<file path="config.mk">
export PLATFORM = sky130hd
export DESIGN_NAME = toggle_mailbox
export DESIGN_NICKNAME = d
export VERILOG_FILES = /design/src/rtl/tmb_pkg.sv /design/src/rtl/tmb_rst_sync.sv /design/src/rtl/tmb_regfile.sv /design/src/rtl/tmb_responder.sv /design/src/rtl/tmb_xfer_counter.sv /design/src/rtl/toggle_mailbox.sv
export SDC_FILE = /design/constraint.sdc
export NUM_CORES = 1
export LEC_CHECK = 0
export ABC_AREA = 0
export BUFFER_PORTS_ARGS = -buffer_cell sky130_fd_sc_hd__buf_2
export CORE_MARGIN = 10
export CORE_UTILIZATION = 35
export CTS_BUF_LIST = sky130_fd_sc_hd__clkbuf_4 sky130_fd_sc_hd__clkbuf_8 sky130_fd_sc_hd__clkbuf_16
export CTS_CLUSTER_DIAMETER = 30
export DETAILED_ROUTE_END_ITERATION = 8
export GPL_TIMING_DRIVEN = 1
export PLACE_DENSITY = 0.63
export REMOVE_ABC_BUFFERS = 1
export SLEW_MARGIN = 15
export SYNTH_ARGS = -nofsm -noshare
export SYNTH_HDL_FRONTEND = slang
export SYNTH_SLANG_ARGS = --single-unit
export TNS_END_PERCENT = 1
</file>
<file path="constraint.sdc">
create_clock -name clk -period 6.1 [get_ports clk]
set_input_delay 0.305 -clock clk [delete_from_list [all_inputs] [get_ports clk]]
set_output_delay 0.305 -clock clk [all_outputs]
set_load 0.05 [all_outputs]
</file>
<file path="src/rtl/tmb_pkg.sv">
package tmb_pkg;
  localparam int ADDR_W = 4;
  localparam int IDX_LSB = 2;

  typedef enum logic [1:0] {
    REG_HDATA = 2'd0,
    REG_REPLY = 2'd1,
    REG_HCTRL = 2'd2,
    REG_FCTRL = 2'd3
  } reg_idx_e;
endpackage

</file>
<file path="src/rtl/tmb_rst_sync.sv">
module tmb_rst_sync #(
  parameter int STAGES = 2
) (
  input  logic clk,
  input  logic rst_n,
  output logic rst_n_sync
);
  logic [STAGES-1:0] chain_q;

  always_ff @(posedge clk or negedge rst_n) begin
    if (!rst_n) chain_q <= '0;
    else        chain_q <= {chain_q[STAGES-2:0], 1'b1};
  end

  assign rst_n_sync = chain_q[STAGES-1];
endmodule

</file>
<file path="src/rtl/tmb_regfile.sv">
module tmb_regfile
  import tmb_pkg::*;
#(
  parameter int DATA_W = 32
) (
  input  logic              clk,
  input  logic              rst_n,
  input  logic              wr,
  input  logic [ADDR_W-1:0] addr,
  input  logic [DATA_W-1:0] wdata,
  input  logic [DATA_W-1:0] reply,
  input  logic              fack,
  output logic [DATA_W-1:0] rdata,
  output logic [DATA_W-1:0] hdata,
  output logic              hreq
);
  reg_idx_e    idx;
  logic        hit;
  logic        hdata_en, hreq_en;
  logic [DATA_W-1:0] hdata_q;
  logic        hreq_q;

  assign idx      = reg_idx_e'(addr[ADDR_W-1:IDX_LSB]);
  assign hit      = wr && (addr[IDX_LSB-1:0] == '0);
  assign hdata_en = hit && (idx == REG_HDATA);
  assign hreq_en  = hit && (idx == REG_HCTRL);

  always_ff @(posedge clk or negedge rst_n) begin
    if (!rst_n)        hdata_q <= '0;
    else if (hdata_en) hdata_q <= wdata;
  end

  always_ff @(posedge clk or negedge rst_n) begin
    if (!rst_n)       hreq_q <= 1'b0;
    else if (hreq_en) hreq_q <= wdata[0];
  end

  always_comb begin
    unique case (idx)
      REG_HDATA: rdata = hdata_q;
      REG_REPLY: rdata = reply;
      REG_HCTRL: rdata = {{(DATA_W-1){1'b0}}, hreq_q};
      default:   rdata = {{(DATA_W-1){1'b0}}, fack};
    endcase
  end

  assign hdata = hdata_q;
  assign hreq  = hreq_q;

  // only bit 0 of a control write is kept
  p_ctrl_bit_r3: assert property (@(posedge clk) disable iff (!rst_n)
    hreq_en |=> (hreq == $past(wdata[0])));
  // host data is stable when not addressed
  p_hdata_hold_r2: assert property (@(posedge clk) disable iff (!rst_n)
    !hdata_en |=> $stable(hdata));
endmodule

</file>
<file path="src/rtl/tmb_responder.sv">
module tmb_responder #(
  parameter int DATA_W = 32,
  parameter int ROT    = 1
) (
  input  logic              clk,
  input  logic              rst_n,
  input  logic [DATA_W-1:0] hdata,
  input  logic              hreq,
  output logic [DATA_W-1:0] reply,
  output logic              fack,
  output logic              req
);
  logic              seen_q, seen_d;
  logic              fack_q, fack_d;
  logic [DATA_W-1:0] reply_q, reply_d, rot_word;

  assign req      = hreq ^ seen_q;
  assign rot_word = (hdata << ROT) | (hdata >> (DATA_W - ROT));

  always_comb begin
    seen_d  = seen_q;
    fack_d  = fack_q;
    reply_d = reply_q;
    if (req) begin
      seen_d  = hreq;
      fack_d  = ~fack_q;
      reply_d = rot_word;
    end
  end

  always_ff @(posedge clk or negedge rst_n) begin
    if (!rst_n) begin
      seen_q  <= 1'b0;
      fack_q  <= 1'b0;
      reply_q <= '0;
    end else begin
      seen_q  <= seen_d;
      fack_q  <= fack_d;
      reply_q <= reply_d;
    end
  end

  assign reply = reply_q;
  assign fack  = fack_q;

  // a request is answered by a toggle on the next edge
  p_ack_next_r4: assert property (@(posedge clk) disable iff (!rst_n)
    req |=> (fack != $past(fack)));
  // the reply is the rotated host word, loaded with the toggle
  p_reply_word_r6: assert property (@(posedge clk) disable iff (!rst_n)
    req |=> (reply == {$past(hdata[DATA_W-2:0]), $past(hdata[DATA_W-1])}));
  // no request, no change
  p_idle_hold_r7: assert property (@(posedge clk) disable iff (!rst_n)
    !req |=> ($stable(fack) && $stable(reply)));
  // a handled request is cleared on the following cycle
  p_req_clears_r5: assert property (@(posedge clk) disable iff (!rst_n)
    req |=> !req || $changed(hreq));
endmodule

</file>
<file path="src/rtl/tmb_xfer_counter.sv">
module tmb_xfer_counter #(
  parameter int CNT_W = 10
) (
  input  logic             clk,
  input  logic             rst_n,
  input  logic             inc,
  output logic [CNT_W-1:0] cnt,
  output logic             frame_done
);
  localparam logic [CNT_W-1:0] CNT_LAST = '1;

  logic [CNT_W-1:0] cnt_q, cnt_d;
  logic             done_q, done_d;

  always_comb begin
    cnt_d  = cnt_q;
    done_d = 1'b0;
    if (inc) begin
      cnt_d  = cnt_q + 1'b1;
      done_d = (cnt_q == CNT_LAST);
    end
  end

  always_ff @(posedge clk or negedge rst_n) begin
    if (!rst_n) begin
      cnt_q  <= '0;
      done_q <= 1'b0;
    end else begin
      cnt_q  <= cnt_d;
      done_q <= done_d;
    end
  end

  assign cnt        = cnt_q;
  assign frame_done = done_q;

  // count steps by one per exchange
  p_count_step_r9: assert property (@(posedge clk) disable iff (!rst_n)
    inc |=> (cnt == $past(cnt) + 1'b1));
  p_count_hold_r9: assert property (@(posedge clk) disable iff (!rst_n)
    !inc |=> $stable(cnt));
  // frame pulse only at the wrap and only one cycle long
  p_frame_at_wrap_r10: assert property (@(posedge clk) disable iff (!rst_n)
    frame_done |-> (cnt == '0));
  p_frame_single_r10: assert property (@(posedge clk) disable iff (!rst_n)
    frame_done |=> !frame_done);
endmodule

</file>
<file path="src/rtl/toggle_mailbox.sv">
module toggle_mailbox
  import tmb_pkg::*;
#(
  parameter int DATA_W = 32,
  parameter int CNT_W  = 10,
  parameter int ROT    = 1
) (
  input  logic              clk,
  input  logic              rst_n,
  input  logic              bus_wr,
  input  logic [ADDR_W-1:0] bus_addr,
  input  logic [DATA_W-1:0] bus_wdata,
  output logic [DATA_W-1:0] bus_rdata,
  output logic [CNT_W-1:0]  xfer_cnt,
  output logic              frame_done
);
  logic              rst_n_s;
  logic [DATA_W-1:0] hdata, reply;
  logic              hreq, fack, req;

  tmb_rst_sync #(.STAGES(2)) u_rst (
    .clk(clk), .rst_n(rst_n), .rst_n_sync(rst_n_s)
  );

  tmb_regfile #(.DATA_W(DATA_W)) u_regs (
    .clk(clk), .rst_n(rst_n_s), .wr(bus_wr), .addr(bus_addr),
    .wdata(bus_wdata), .reply(reply), .fack(fack), .rdata(bus_rdata),
    .hdata(hdata), .hreq(hreq)
  );

  tmb_responder #(.DATA_W(DATA_W), .ROT(ROT)) u_resp (
    .clk(clk), .rst_n(rst_n_s), .hdata(hdata), .hreq(hreq),
    .reply(reply), .fack(fack), .req(req)
  );

  tmb_xfer_counter #(.CNT_W(CNT_W)) u_cnt (
    .clk(clk), .rst_n(rst_n_s), .inc(req),
    .cnt(xfer_cnt), .frame_done(frame_done)
  );

  // fabric-owned registers ignore bus writes
  p_fabric_ro_r8: assert property (@(posedge clk) disable iff (!rst_n_s)
    (bus_wr && !req) |=> ($stable(reply) && $stable(fack)));
  // no toggle leaves the fabric idle while reset is held
  p_reset_idle_r1: assert property (@(posedge clk)
    !rst_n_s |-> (!fack && !frame_done && (xfer_cnt == '0)));
endmodule

</file>
==> metrics.txt <==
outcome=complete, no violations; maximum number of pins on one net before global-route repair=79; part of the power in registers=0.438; WP data required=5.79 ns; leakage dissipation=2.24 nW; most common cell in the synthesized netlist=nand2_1; Root Driver=clkbuf_8; total detailed-routing wirelength=8.00 mm; proportion of power drawn by combinational gates=0.359; Final #Nets=442; portion of synthesized cell area occupied by the leading cell type=0.560; detail-routed net length per standard cell=14.8 µm; average footprint of a synthesized cell=11.0 µm²; final antenna-violating net count=0; ys async rst share=1.00; number of buffer cells added on primary ports=81; number of max-capacitance violations reported=0; CTS max path bufs=2; synthesis-stage register bit count=80; part of the Yosys area used for sequential elements=0.560; Top FF cell, synth=dfrtp_1; number of endpoints failing setup at the final stage=0; Via Count=2459; worst min-delay path category=input pin to flop; effective utilization at floorplan=0.363; DIE HEIGHT=121 µm; Fin Clk Skew=0.0134 ns; IR Drop Worst-Case VDD=186 µV; final hold violations=0; final antenna diode count=0; top area cells in the synthesized netlist=dfrtp_1 56%, nand2_1 11%, mux2_2 9.8%, mux2i_1 8.7%, nor2_1 3.3%; TritonCTS clock tree=done; number of warnings issued by yosys=0; critical path startpoint category=input pin; Inserted Clock Buffers=9; number of flops mapped to enable cells by yosys=0; antenna violations before repair=0; H-tree level count=3; net switching fraction of the power=0.413; final-layout setup total negative slack=0 ns; detailed-route vias per instance=4.55; type of the setup path with the least slack=input pin to output port; Worst Path Max Fanout=34; global-route total usage across every layer=0.114; number of pins exceeding their max-slew limit in the final report=0; Worst Setup End Kind=output port; clock insertion delay at the later pin of the skew report=0.34 ns; overall overflow remaining after global route=0; transition time at the pin with the least slew margin=1.06 ns; min Tclk post-route=2.22 ns; core region area=9860 µm²; Post-DP HPWL=5.36 mm; Syn-to-layout area delta=20.0%; post-synthesis cell type count=28; net switching power of the design=0.788 mW; total number of clock tree sinks=80; DRT iter0 DRCs=161; clock network fraction of design power=0.203; die span in x=121 µm; first-pass GRT wire length=13.5 mm; internal power=1.12 mW; arrival time of data at the critical path endpoint=1.92 ns; f_max=449 MHz; number of iterations in the first detailed-routing pass=4; ranking of synthesized cells by instance count=102 x nand2_1, 80 x dfrtp_1, 31 x mux2_2, 31 x mux2i_1, 31 x nor2_1; Die Area=14700 µm²; total power divided by cell area=445 nW/µm²; netlist area before placement=3580 µm²; Slew HR=0.294; clock-pin slew reported for the worst setup and hold paths after clock tree synthesis=0.08 ns; post-detailed-route DRC marker count=0; number of rows created at floorplan=36; share of cells above drive strength 1=0.339; post-route clock period utilization=0.365; RSZ-0062 raised after global routing=false; dominant cell type by area after synthesis=dfrtp_1; global placer's final weighted congestion=0.730; cell count after synthesis=325; worst hold slack across all endpoints=0.172 ns; number of primary I/O pins=82; number of global-route vias before repair=2660
==> critical path, stage by stage <==
cell,delay (ns)
buf_2,0.79
mux4_2,0.60
buf_2,0.22
==> cells in the final DEF, fill, tap and decap left out, drive strengths merged <==
cell / netlist / final
xor2: 6 / 6
clkinvlp: 0 / 3
nand2: 102 / 102
nand3: 1 / 1
ha: 1 / 1
mux2i: 31 / 31
or4b: 1 / 1
mux2: 33 / 33
dlygate4sd3: 0 / 1
nand2b: 1 / 1
mux4: 1 / 1
nor4b: 2 / 2
xnor2: 6 / 6
conb: 1 / 1
nor2: 31 / 31
dfrtp: 80 / 80
clkinv: 0 / 1
nand4: 4 / 4
buf: 17 / 84
clkbuf: 2 / 11
nor3b: 1 / 1
bufinv: 0 / 1
nor4: 3 / 3
nor3: 1 / 1
==> area by class of cell <==
type                            instances  area (µm²)
Fill cell                             993        5570
Sequential cell                        80        2010
Multi-Input combinational cell        226        1480
Timing Repair Buffer                   85         438
Tap cell                              133         166
Clock buffer                           11         139
Clock inverter                          5        57.6
==> state kept, by name (all words and copies together) (netlist names) <==
signal	flops
u_resp.seen_q	1
u_rst.chain_q	2
u_regs.hreq	1
u_cnt.cnt	10
u_cnt.frame_done	1
u_resp.reply	32
u_resp.fack	1
u_regs.hdata	32
==> what timing repair did <==
action	in CTS	in global routing
hold buffers	1	0
setup buffers	0	0
hold endpoints to repair	2	0
resized for setup	0	0
==> layer usage <==
layer | GRT usage | part of all wire | up-vias
li1 | - | - | 1210
met1 | 0.142 | 0.45 | 1173
met2 | 0.178 | 0.47 | 63
met3 | 0.0396 | 0.061 | 13
met4 | 0.0430 | 0.020 | 0
met5 | 0 | 0 | -
==> power groups by stage <==
stage               Clock (mW)  Combinational [mW]  Sequential, mW
floorplan                    0               0.452           0.879
global placement             0               0.679           0.840
detailed placement           0               0.695           0.849
CTS                      0.401               0.696           0.838
global route             0.426               0.756           0.866
finish                   0.387               0.686           0.835
==> worst paths after layout <==
kind / depth (start not counted) / endpoint / slack [ns] / start
setup / recovery: 3 / bus_rdata[0] / 3.88 / bus_addr[2]
hold / removal: 2 / u_regs.hdata[18]$_DFFE_PN0P_ / 0.17 / bus_wdata[18]
setup reg to reg: 4 / u_cnt.cnt[7]$_DFFE_PN0P_ / 4.43 / u_regs.hreq$_DFFE_PN0P_
hold reg to reg: 0 / u_rst.chain_q[1]$_DFF_PN0_ / 0.36 / u_rst.chain_q[0]$_DFF_PN0_
max in group asynchronous: 0 / u_resp.reply[1]$_DFFE_PN0P_ / 4.94 / u_rst.chain_q[1]$_DFF_PN0_
min in group asynchronous: 2 / u_rst.chain_q[1]$_DFF_PN0_ / 0.27 / rst_n
==> cell families after synthesis <==
group                    share of synthesized area
flip-flops                                   0.560
adder cells (fa/ha/maj)                    0.00350
other                                      0.00105
XOR/XNOR                                    0.0336
buffers and inverters                       0.0315
AND/OR/NAND/NOR                              0.174
multiplexers                                 0.197
==> stage by stage <==
step           instance area, µm²   util  setup slack [ns]  total power, mW  std cells
2_1_floorplan                3460      -              3.71             1.33        306
5_1_grt                      4290  0.435              3.79             2.05        540
3_5_place_dp                 4080  0.414              3.51             1.54        523
3_3_place_gp                 4080  0.414              3.58             1.52        523
4_1_cts                      4290  0.435              3.85             1.94        540
6_report                     4290  0.435              3.88             1.91        540
No activity file was read; power rests on OpenSTA's default activity.
